[src/rtl/can_samp_pkg.sv]
package can_samp_pkg;

  typedef struct packed {
    logic samplePoint;
    logic useTriple;
  } ctrlStrobes_t;

  function automatic logic maj3(input logic a, input logic b, input logic c);
    return (a & b) | (a & c) | (b & c);
  endfunction

endpackage

[src/rtl/can_samp_ctrl.sv]
module can_samp_ctrl
  import can_samp_pkg::*;
#(
  parameter int PRESC_W = 6,
  parameter int SEG_W   = 4
) (
  input  logic               clk,
  input  logic               rstN,
  input  logic               startOfBit,
  input  logic [PRESC_W-1:0] prescaler,
  input  logic [SEG_W-1:0]   propSeg,
  input  logic [SEG_W-1:0]   phase1Seg,
  input  logic [SEG_W-1:0]   phase2Seg,
  input  logic               tripleMode,
  output ctrlStrobes_t       strobes
);

  localparam int CNT_W = SEG_W + 3;

  logic [PRESC_W-1:0] qCnt;
  logic [CNT_W-1:0]   segCnt;
  logic [CNT_W-1:0]   spIdx;
  logic [CNT_W-1:0]   lastIdx;
  logic               qTick;

  // Quantum index (0-based) whose end is the sample point, and last quantum.
  always_comb begin
    spIdx   = CNT_W'(2) + CNT_W'(propSeg) + CNT_W'(phase1Seg);
    lastIdx = spIdx + CNT_W'(1) + CNT_W'(phase2Seg);
  end

  assign qTick = (qCnt >= prescaler);

  always_ff @(posedge clk) begin
    if (!rstN) begin
      qCnt   <= '0;
      segCnt <= '0;
    end else if (startOfBit) begin
      qCnt   <= '0;
      segCnt <= '0;
    end else if (qTick) begin
      qCnt   <= '0;
      segCnt <= (segCnt >= lastIdx) ? '0 : segCnt + CNT_W'(1);
    end else begin
      qCnt   <= qCnt + PRESC_W'(1);
    end
  end

  always_comb begin
    strobes.samplePoint = qTick && (segCnt == spIdx) && !startOfBit;
    strobes.useTriple   = tripleMode && (prescaler != '0);
  end

  AST_SOB_RESTART: assert property (@(posedge clk) disable iff (!rstN)
    startOfBit |=> (qCnt == '0) && (segCnt == '0));

  AST_SOB_NO_SAMPLE: assert property (@(posedge clk) disable iff (!rstN)
    startOfBit |-> !strobes.samplePoint);

endmodule

[src/rtl/can_samp_dp.sv]
module can_samp_dp
  import can_samp_pkg::*;
#(
  parameter int SYNC_STAGES = 2,
  parameter int HIST_DEPTH  = 2
) (
  input  logic         clk,
  input  logic         rstN,
  input  logic         rxAsync,
  input  ctrlStrobes_t strobes,
  output logic         syncLine,
  output logic         sampledBit,
  output logic         sampleValid
);

  logic [SYNC_STAGES-1:0] syncReg;
  logic [HIST_DEPTH-1:0]  hist;
  logic                   voted;

  // Synchronizer chain, reset to recessive.
  generate
    for (genvar i = 0; i < SYNC_STAGES; i++) begin : g_sync
      if (i == 0) begin : g_first
        always_ff @(posedge clk) begin
          if (!rstN) syncReg[0] <= 1'b1;
          else       syncReg[0] <= rxAsync;
        end
      end else begin : g_next
        always_ff @(posedge clk) begin
          if (!rstN) syncReg[i] <= 1'b1;
          else       syncReg[i] <= syncReg[i-1];
        end
      end
    end
  endgenerate

  assign syncLine = syncReg[SYNC_STAGES-1];

  // hist[0] is one IO clock old, hist[1] two IO clocks old.
  always_ff @(posedge clk) begin
    if (!rstN) hist <= '1;
    else       hist <= {hist[HIST_DEPTH-2:0], syncLine};
  end

  always_comb begin
    if (strobes.useTriple) voted = maj3(hist[1], hist[0], syncLine);
    else                   voted = syncLine;
  end

  always_ff @(posedge clk) begin
    if (!rstN) begin
      sampledBit  <= 1'b1;
      sampleValid <= 1'b0;
    end else begin
      sampleValid <= strobes.samplePoint;
      if (strobes.samplePoint) sampledBit <= voted;
    end
  end

  AST_HOLD_BETWEEN: assert property (@(posedge clk) disable iff (!rstN)
    !strobes.samplePoint |=> $stable(sampledBit));

  AST_VALID_PULSE: assert property (@(posedge clk) disable iff (!rstN)
    sampleValid |=> !sampleValid);

  AST_TRIPLE_AGREE: assert property (@(posedge clk) disable iff (!rstN)
    (strobes.samplePoint && strobes.useTriple && hist[1] == hist[0])
      |=> sampledBit == $past(hist[0]));

endmodule

[src/rtl/can_bit_sampler.sv]
module can_bit_sampler
  import can_samp_pkg::*;
#(
  parameter int PRESC_W = 6,
  parameter int SEG_W   = 4
) (
  input  logic               clk,
  input  logic               rstN,
  input  logic               rxAsync,
  input  logic               startOfBit,
  input  logic [PRESC_W-1:0] prescaler,
  input  logic [SEG_W-1:0]   propSeg,
  input  logic [SEG_W-1:0]   phase1Seg,
  input  logic [SEG_W-1:0]   phase2Seg,
  input  logic               tripleMode,
  output logic               sampledBit,
  output logic               sampleValid
);

  ctrlStrobes_t strobes;
  logic         syncLine;

  can_samp_ctrl #(.PRESC_W(PRESC_W), .SEG_W(SEG_W)) u_ctrl (
    .clk        (clk),
    .rstN       (rstN),
    .startOfBit (startOfBit),
    .prescaler  (prescaler),
    .propSeg    (propSeg),
    .phase1Seg  (phase1Seg),
    .phase2Seg  (phase2Seg),
    .tripleMode (tripleMode),
    .strobes    (strobes)
  );

  can_samp_dp #(.SYNC_STAGES(2), .HIST_DEPTH(2)) u_dp (
    .clk         (clk),
    .rstN        (rstN),
    .rxAsync     (rxAsync),
    .strobes     (strobes),
    .syncLine    (syncLine),
    .sampledBit  (sampledBit),
    .sampleValid (sampleValid)
  );

  AST_FAST_SINGLE: assert property (@(posedge clk) disable iff (!rstN)
    (strobes.samplePoint && prescaler == '0) |=> sampledBit == $past(syncLine));

  AST_VALID_FOLLOWS: assert property (@(posedge clk) disable iff (!rstN)
    strobes.samplePoint |=> sampleValid);

endmodule

[config.mk]
export PLATFORM = sky130hd
export DESIGN_NAME = can_bit_sampler
export DESIGN_NICKNAME = d
export VERILOG_FILES = /design/src/rtl/can_samp_pkg.sv /design/src/rtl/can_samp_ctrl.sv /design/src/rtl/can_samp_dp.sv /design/src/rtl/can_bit_sampler.sv
export SDC_FILE = /design/constraint.sdc
export NUM_CORES = 1
export LEC_CHECK = 0
export BUFFER_PORTS_ARGS = -buffer_cell sky130_fd_sc_hd__buf_2
export CORE_AREA = 2 2 40 79
export DETAILED_ROUTE_END_ITERATION = 8
export DIE_AREA = 0 0 42 81
export PLACE_DENSITY_LB_ADDON = 0.15
export SLEW_MARGIN = 20
export SYNTH_ARGS = -nofsm -noshare
export SYNTH_HDL_FRONTEND = slang
export SYNTH_HIERARCHICAL = 1
export SYNTH_SLANG_ARGS = --single-unit
[constraint.sdc]
create_clock -name clk -period 5.2 [get_ports clk]
set_input_delay 1.56 -clock clk [delete_from_list [all_inputs] [get_ports clk]]
set_output_delay 1.56 -clock clk [all_outputs]
set_load 0.01 [all_outputs]
## After elaboration in Yosys (flattened, before gate mapping)

Index checks and enable logic that the tools add are counted.

- Register bits after elaboration: 19
- Bits of input ports: 23
- Output and inout port bits: 2
- Word-level logic and storage cells: 31

- Add/subtract/negate cells: 6
- Order comparisons: 2
- Eq/ne operators: 1
- Muxes and demuxes: 2
- Bitwise logic cells: 6
- Reductions and logical operators: 7

Operators with widths:

| cell | number |
|---|---|
| $add 7x1->7 const B | 2 |
| $add 7x4->7 | 2 |
| $eq 7x7->1 | 1 |
| $ge 7x7->1 | 1 |
| $mux 7 | 1 |
| $add 6x1->6 const B | 1 |
| $ge 6x6->1 | 1 |
| $reduce_bool 6->1 | 1 |
| $add 2x4->5 const A | 1 |
| $and 1x1->1 | 3 |
| $logic_and 1x1->1 | 3 |
| $reduce_or 3->1 | 1 |
| $or 1x1->1 | 2 |
| $reduce_or 2->1 | 1 |
| $logic_not 1->1 | 1 |
| $mux 1 | 1 |
| $not 1->1 | 1 |

## Longest topological paths before layout

Gate-level depths: netlist of run 1.

- Depth after elaboration: 6
- Depth in mapped cells: 17

## Cells and area by module

The synthesis of run 1 kept the hierarchy.

By module, submodules not included:

| module | times used | cells each | area each (sq um) | sequential area each (sq um) |
|---|---|---|---|---|
| can_samp_ctrl | 1 | 157 | 1,316.3 | 260.2 |
| can_samp_dp | 1 | 17 | 195.2 | 120.1 |

## Least setup slack after synthesis of run 1

OpenSTA, ideal clock, no wires.

- Kind: input to register
- Start: input propSeg[1]
- End: register u_ctrl.segCnt[1]
- Arrival: 4.617 ns
- Data required time: 5.108 ns
- Setup slack: 0.491 ns
- Stages on the path: 17
- Buffers on the path: 0
- Path through: inv_1 > ha_1 > inv_1 > ha_1 > inv_1 > fa_1 > inv_1 > ha_1 > o21ai_0 > a21oi_1 > o21bai_1 > xnor2_1 > ha_1 > a21o_1 > a2111oi_2 > o21ai_1 > o32ai_1

- Word-level cells in the longest chain between the ends: 6

RTL lines:

| what | RTL line | RTL |
|---|---|---|
| start: declaration | can_bit_sampler.sv:12 | `input logic [SEG_W-1:0] propSeg,` |
| $add 2x4->5 | can_samp_ctrl.sv:28 | `spIdx = CNT_W'(2) + CNT_W'(propSeg) + CNT_W'(phase1Seg);` |
| $add 7x4->7 | can_samp_ctrl.sv:28 |  |
| $add 7x1->7 | can_samp_ctrl.sv:29 | `lastIdx = spIdx + CNT_W'(1) + CNT_W'(phase2Seg);` |
| $add 7x4->7 | can_samp_ctrl.sv:29 |  |
| $ge 7x7->1 | can_samp_ctrl.sv:43 | `segCnt <= (segCnt >= lastIdx) ? '0 : segCnt + CNT_W'(1);` |
| $mux 7 | can_samp_ctrl.sv:43 |  |
| end signal: assignment | can_samp_ctrl.sv:43 |  |
| end: declaration | can_samp_ctrl.sv:21 | `logic [CNT_W-1:0] segCnt;` |

Every way passes these cells.
A chain may end at the register's enable or synchronous reset.

## Worst setup path after layout of run 1

Same ends and word-level chain as after synthesis.

==> results of run 1 <==
[per-stage QoR]
stage	area (um2)	power, uW
detailed placement	1650	268
floorplan	1510	241
global route	1690	391
finish	1690	363
global placement	1650	265
CTS	1690	369
[cell type report]
cell class / instances / area [um2] / area share, %
multi-input combinational: 125 / 1000 / 59.3
tap: 30 / 37.5 / 2.22
inverter: 28 / 105 / 6.21
sequential: 19 / 380 / 22.5
timing repair buffer: 24 / 120 / 7.10
clock buffer: 3 / 41.3 / 2.44
clock inverter: 1 / 5.00 / 0.296
[registers in the layout, summed over array words and instances, names as in the netlist]
name / count
u_dp/sampledBit: 1
u_dp/syncReg: 1
u_dp/hist: 2
u_dp/sampleValid: 1
u_ctrl/qCnt: 6
u_ctrl/segCnt: 7
u_dp/syncLine: 1
[power breakdown]
part           switching, uW  internal (uW)
registers               1.38            147
clock network           46.4           53.2
logic                   58.9           55.5
[metal layers]
| layer | up-vias | GRT usage, % | share of wire (%) |
|---|---|---|---|
| met5 | - | 0 | 0 |
| met1 | 576 | 22.4 | 48 |
| li1 | 656 | - | - |
| met4 | 0 | 2.90 | 0.67 |
| met2 | 14 | 29.2 | 49 |
| met3 | 3 | 2.00 | 1.8 |
[cell families after synthesis]
family | after synthesis | synth area share [%]
simple gates | 45 | 16.1
compound gates | 38 | 18.0
buf+inv | 30 | 8.44
fa+ha+maj | 28 | 24.2
flops | 19 | 25.2
xor+xnor | 14 | 8.11
[worst max path at each step]
stage,to
finish,u_ctrl/segCnt[1]
global route,u_ctrl/segCnt[2]
CTS,u_ctrl/segCnt[1]
detailed placement,u_ctrl/segCnt[1]
global placement,u_ctrl/segCnt[1]
floorplan,u_ctrl/segCnt[1]
[synthesized netlist by cell type, drive strengths merged]
master / instances / area share (%)
inv: 28 / 7.0
ha: 26 / 22
dfxtp: 19 / 25
nor2: 11 / 2.7
a21oi: 8 / 2.6
nand2b: 8 / 3.3
nand3: 8 / 2.6
xnor2: 8 / 4.6
o21ai: 7 / 2.3
xor2: 6 / 3.5
a22oi: 5 / 2.5
nand2: 4 / 0.99
or3: 4 / 1.7
a2111oi: 3 / 2.2
o21a: 3 / 1.6
o31ai: 3 / 1.8
a211o: 2 / 1.2
a21o: 2 / 0.99
buf: 2 / 1.5
fa: 2 / 2.6
nand4: 2 / 0.83
nor2b: 2 / 0.83
or4: 2 / 0.99
a21boi: 1 / 0.74
and2: 1 / 0.41
and4: 1 / 0.58
nand3b: 1 / 0.74
o21bai: 1 / 0.50
o22ai: 1 / 0.41
o31a: 1 / 0.58
o32ai: 1 / 0.58
or2: 1 / 0.41
==> impl_metrics.env, run 1 <==
export IMPL_holdPathEnd="u_dp/syncLine"
export IMPL_die_area_um2=3400
export IMPL_arrival_ns=4.99
export IMPL_fill_cells=275
export IMPL_numCtsBuffers=3
export IMPL_cp_depth=18
export IMPL_critical_path_slowest_cell="fa_1"
export IMPL_fin_cells=230
export IMPL_vdd_drop_max_mv=0.174
export IMPL_setup_ws_ns=0.377
export IMPL_required_ns=5.36
export IMPL_yosysSeqAreaShare_pct=25.2
export IMPL_worst_pin_slew_ns=0.534
export IMPL_synthDistinctLibCells=36
export IMPL_ctsResizeCount=0
export IMPL_antenna_found_initial=0
export IMPL_slew_violations=0
export IMPL_dp_cells=226
export IMPL_drc=0
export IMPL_nets=252
export IMPL_layout_drive_gt1_share_pct=17.0
export IMPL_routed_wirelength_mm=2.67
export IMPL_start_util_pct=53.3
export IMPL_hold_viol=0
export IMPL_syn_inst=174
export IMPL_gp_congestion=0.769
export IMPL_holdCritStartpoint="u_dp/syncReg[0]"
export IMPL_via_count=1249
export IMPL_layout_common_cells="inv_1, ha_1, buf_2, dfxtp_1, nor2_1"
export IMPL_hold_slack_ns=0.409
export IMPL_crit_buf_inv=5
export IMPL_first_pass_iters=4
export IMPL_ys_ff_latch=19
export IMPL_skew_ns=0.000873
export IMPL_die_w_um=42
export IMPL_r2r_end="u_dp/sampledBit"
export IMPL_fp_dieH_um=81
export IMPL_cts_setup_buffers=0
export IMPL_rsz0062_at_grt="no"
export IMPL_ys_warn_count=6
export IMPL_critPathMaxStageDelay_ns=0.51
export IMPL_crit_chain="buf_2 -> inv_1 -> ha_1 -> inv_1 -> ha_1 -> inv_1 -> fa_1 -> inv_1 -> ha_1 -> o21ai_0 -> a21oi_1 -> o21bai_1 -> xnor2_1 -> ha_1 -> a21o_1 -> a2111oi_2 -> o21ai_1 -> o32ai_1"
export IMPL_via_per_inst=5.43
export IMPL_setup_viol=0
export IMPL_grt_total_usage_pct=16.8
export IMPL_drt_iter0_drc=25
export IMPL_ctsHoldBuffers=0
export IMPL_r2r_start="u_ctrl/qCnt[0]"
export IMPL_coreArea_um2=2840
export IMPL_clock_fmax_mhz=207
export IMPL_cp_top_family="adder cells"
export IMPL_final_core_util_pct=59.7
export IMPL_wl_per_cell_um=11.6
export IMPL_clock_sinks=19
export IMPL_synth_nets=225
export IMPL_dp_slack_ns=0.133
export IMPL_row_count=28
export IMPL_synth_area_um2=1510
export IMPL_io_buffers=24
export IMPL_crit_fanout=7
export IMPL_overflow=0
export IMPL_powerDensity_nw_per_um2=214
export IMPL_cap_violations=0
export IMPL_min_period_ns=4.82
export IMPL_final_setup_tns_ns=0
export IMPL_criticalPathCategory="input pin to flip-flop"
export IMPL_grt_max_degree=15
export IMPL_grt_pass1_vias=1082
export IMPL_synth_avg_cell_area_um2=8.69
export IMPL_root_buffer="clkbuf_8"
export IMPL_clkTransAtPathRegs_ns=0.07
export IMPL_rrSetupSlack_ns=3.00
export IMPL_fin_crit_sh_pct=92.7
export IMPL_drtAntennaViolNets=0
export IMPL_final_common_cell="inv_1"
export IMPL_antennaDiodeCount=0
export IMPL_syn_to_final_growth_pct=12.0
export IMPL_startpoint_type="input pin"
export IMPL_end_kind="flip-flop"
export IMPL_cts_tree="built"
export IMPL_hold_path_class="flip-flop to flip-flop"
export IMPL_holdPathStages=1
export IMPL_max_slew_margin_pct=64.1
export IMPL_ios=25
export IMPL_hpwl_mm=2.18
export IMPL_clockBufferDepth=2
export IMPL_worstRegToRegCells=10
export IMPL_grt_first_pass_wirelength_mm=4.60
export IMPL_startpoint="propSeg[1]"
export IMPL_htree_levels=1
export IMPL_leakage_uw=0.000817
export IMPL_clock_latency_ns=0.25
export IMPL_outcome="finished clean"
Power figures use the tool's default switching activity.
==> inputs of run 2 (changes only) <==
--- a/config.mk
+++ b/config.mk
@@ -5,10 +5,12 @@
 export SDC_FILE = /design/constraint.sdc
 export NUM_CORES = 1
 export LEC_CHECK = 0
+export ABC_AREA = 1
 export BUFFER_PORTS_ARGS = -buffer_cell sky130_fd_sc_hd__buf_2
-export CORE_AREA = 2 2 40 79
+export CORE_AREA = 2 2 42 83
 export DETAILED_ROUTE_END_ITERATION = 8
-export DIE_AREA = 0 0 42 81
+export DIE_AREA = 0 0 44 85
+export GPL_TIMING_DRIVEN = 0
 export PLACE_DENSITY_LB_ADDON = 0.15
 export SLEW_MARGIN = 20
 export SYNTH_ARGS = -nofsm -noshare
==> impl_metrics.env, run 2 <==
export IMPL_yosys_area_top_type_share_pct=22.5
export IMPL_row_count=29
export IMPL_yosysSeqAreaShare_pct=22.5
export IMPL_grt_total_usage_pct=19.3
export IMPL_wl_per_cell_um=9.79
export IMPL_hold_path_class="flip-flop to flip-flop"
export IMPL_end_kind="flip-flop"
export IMPL_ys_warn_count=6
export IMPL_grt_max_degree=11
export IMPL_use_met3_pct=1.70
export IMPL_drc=0
export IMPL_min_period_ns=4.62
export IMPL_busiest_layer="met2"
export IMPL_powerDensity_nw_per_um2=199
export IMPL_grt_first_pass_wirelength_mm=5.59
export IMPL_hpwl_mm=2.66
export IMPL_multi_input_area_um2=1080
export IMPL_fin_crit_sh_pct=88.8
export IMPL_ios=25
export IMPL_drtAntennaViolNets=0
export IMPL_gp_congestion=0.806
export IMPL_crit_fanout=5
export IMPL_layout_common_cells="nand2_1, inv_1, ha_1, buf_2, nor2_1"
export IMPL_outcome="finished clean"
export IMPL_via_count=1529
export IMPL_htree_levels=1
export IMPL_drt_iter0_drc=22
export IMPL_start_util_pct=54.2
export IMPL_ys_top_cells_by_area="dfxtp_1, ha_1, nand2_1"
export IMPL_clockBufferDepth=2
export IMPL_final_setup_tns_ns=0
export IMPL_die_area_um2=3740
export IMPL_skew_ns=0.00307
export IMPL_synth_edff_count=0
export IMPL_numCtsBuffers=3
export IMPL_fill_cells=306
export IMPL_clock_fmax_mhz=217
export IMPL_antennaDiodeCount=0
export IMPL_synth_top_area_cell="dfxtp_1"
export IMPL_yosysMostFrequentCell="nand2_1"
export IMPL_clkTransAtPathRegs_ns=0.06
export IMPL_synth_nets=302
export IMPL_cts_tree="built"
export IMPL_vdd_drop_max_mv=0.116
export IMPL_hold_slack_ns=0.416
export IMPL_stdcell_area_um2=1890
export IMPL_slew_violations=0
export IMPL_cts_setup_buffers=0
export IMPL_root_buffer="clkbuf_8"
export IMPL_via_per_inst=4.93
export IMPL_synthXorXnorAreaFrac_pct=3.63
export IMPL_placed_cell_area_um2=1850
export IMPL_hold_viol=0
export IMPL_synth_area_um2=1690
export IMPL_fin_total_pwr_uw=377
export IMPL_antenna_found_initial=0
export IMPL_ctsResizeCount=0
export IMPL_syn_to_final_growth_pct=12.1
export IMPL_max_slew_margin_pct=79.7
export IMPL_io_buffers=24
export IMPL_fp_dieH_um=85
export IMPL_clock_latency_ns=0.25
export IMPL_largest_register_ffs=7
export IMPL_synth_main_ff_cell="dfxtp_1"
export IMPL_arrival_ns=4.77
export IMPL_coreArea_um2=3120
export IMPL_rsz0062_at_grt="no"
export IMPL_synthMuxAreaShare_pct=0
export IMPL_synth_common_cells="nand2_1, inv_1, ha_1"
export IMPL_regMostFlops="u_ctrl/segCnt"
export IMPL_synth_adder_area_share_pct=21.6
export IMPL_startpoint_type="input pin"
export IMPL_worst_pin_slew_ns=0.302
export IMPL_ctsHoldBuffers=0
export IMPL_criticalPathCategory="input pin to flip-flop"
export IMPL_setup_viol=0
export IMPL_synth_avg_cell_area_um2=6.73
export IMPL_nets=331
export IMPL_die_w_um=44
export IMPL_final_core_util_pct=60.7
export IMPL_overflow=0
export IMPL_clock_sinks=19
export IMPL_leakage_uw=0.00108
export IMPL_cap_violations=0
export IMPL_routed_wirelength_mm=3.04
export IMPL_synth_top_family_by_area="simple AND/OR/NAND/NOR gates"
export IMPL_required_ns=5.35
export IMPL_synthArstFlopShare_pct=0
export IMPL_grt_pass1_vias=1508
export IMPL_seq_area_um2=380
export IMPL_syn_inst=251
export IMPL_synthDistinctLibCells=29
export IMPL_synthSimpleGateAreaFrac_pct=32.7
export IMPL_ys_ff_latch=19
export IMPL_largestRegisters="u_ctrl/segCnt: 7 flops, u_ctrl/qCnt: 6 flops, u_dp/hist: 2 flops"
export IMPL_first_pass_iters=4
export IMPL_layout_drive_gt1_share_pct=15.1
export IMPL_met2_usage_pct=38.9
export IMPL_synth_compound_gate_area_share_pct=5.77
export IMPL_final_common_cell="nand2_1"
export IMPL_gr_usage_met1_pct=16.8
## run 2: cell types whose count changed in the layout (fill, tap and decap cells not counted), sizes merged, moves of 4 or more
| cell | change |
|---|---|
| a22oi | -5 |
| inv | +31 |
| nand2 | +66 |
| nand2b | -8 |
| nand3 | +7 |
| nor2 | +11 |
| o21ai | -4 |
| or3 | -4 |
| xnor2 | -6 |
## run 2: power breakdown
part	leakage [uW]	switching, uW	internal, uW
Combinational	0.000905	73.2	55.5
Clock	0.0000228	45.5	54.4
Sequential	0.000154	1.32	147
## run 2: metrics by stage
step	cells	worst slack [ns]
floorplan	251	0.773
global placement	306	0.342
detailed placement	306	0.303
CTS	310	0.569
global route	310	0.347
finish	310	0.585
## run 2: cells by family (layout without fill, tap and decap cells)
| kind of cell | after synthesis | in the layout |
|---|---|---|
| and+or+nand+nor | 121 | 121 |
| buffers and inverters | 60 | 88 |
| adders and majority gates | 28 | 28 |
| DFF | 19 | 19 |
| AOI/OAI and AO/OA | 16 | 16 |
| xor gates and xnor gates | 7 | 7 |
## run 2: cell type report
class                      count  share of cell area [%]
multi-input combinational    172                    56.9
sequential                    19                    20.1
inverter                      59                    11.7
timing repair buffer          24                    6.34
clock buffer                   4                    2.38
tap                           31                    2.05
buffer                         1                   0.594
## run 2: final timing paths
path	from	to	slack (ns)	depth (start not counted)
max	propSeg[1]	u_ctrl/segCnt[6]	0.58	24
min	u_dp/syncReg[0]	u_dp/syncLine	0.42	1
max reg2reg	u_ctrl/qCnt[0]	u_dp/sampledBit	3.38	14
min reg2reg	u_dp/syncReg[0]	u_dp/syncLine	0.42	1
## run 2: worst max-delay path: stages
cell,delay (ns)
buf_2,0.08
inv_1,0.03
ha_1,0.28
inv_1,0.06
ha_1,0.17
inv_1,0.06
fa_1,0.51
inv_1,0.07
ha_1,0.35
nand3_1,0.10
nand2_1,0.09
nand2_1,0.07
nand2_1,0.06
nand2_1,0.06
xor2_1,0.14
ha_1,0.29
nand2_1,0.07
nor2_1,0.22
inv_1,0.07
o21bai_1,0.15
nand2_1,0.07
nand2_2,0.09
nand2_1,0.10
nor2_2,0.03
## run 2: routing by layer
metal | wire, um | vias up | part of all wire [%]
li1 | - | 826 | -
met1 | 1100 | 665 | 36
met2 | 1750 | 30 | 58
met3 | 90 | 8 | 3.0
met4 | 93 | 0 | 3.1
met5 | 0 | - | 0
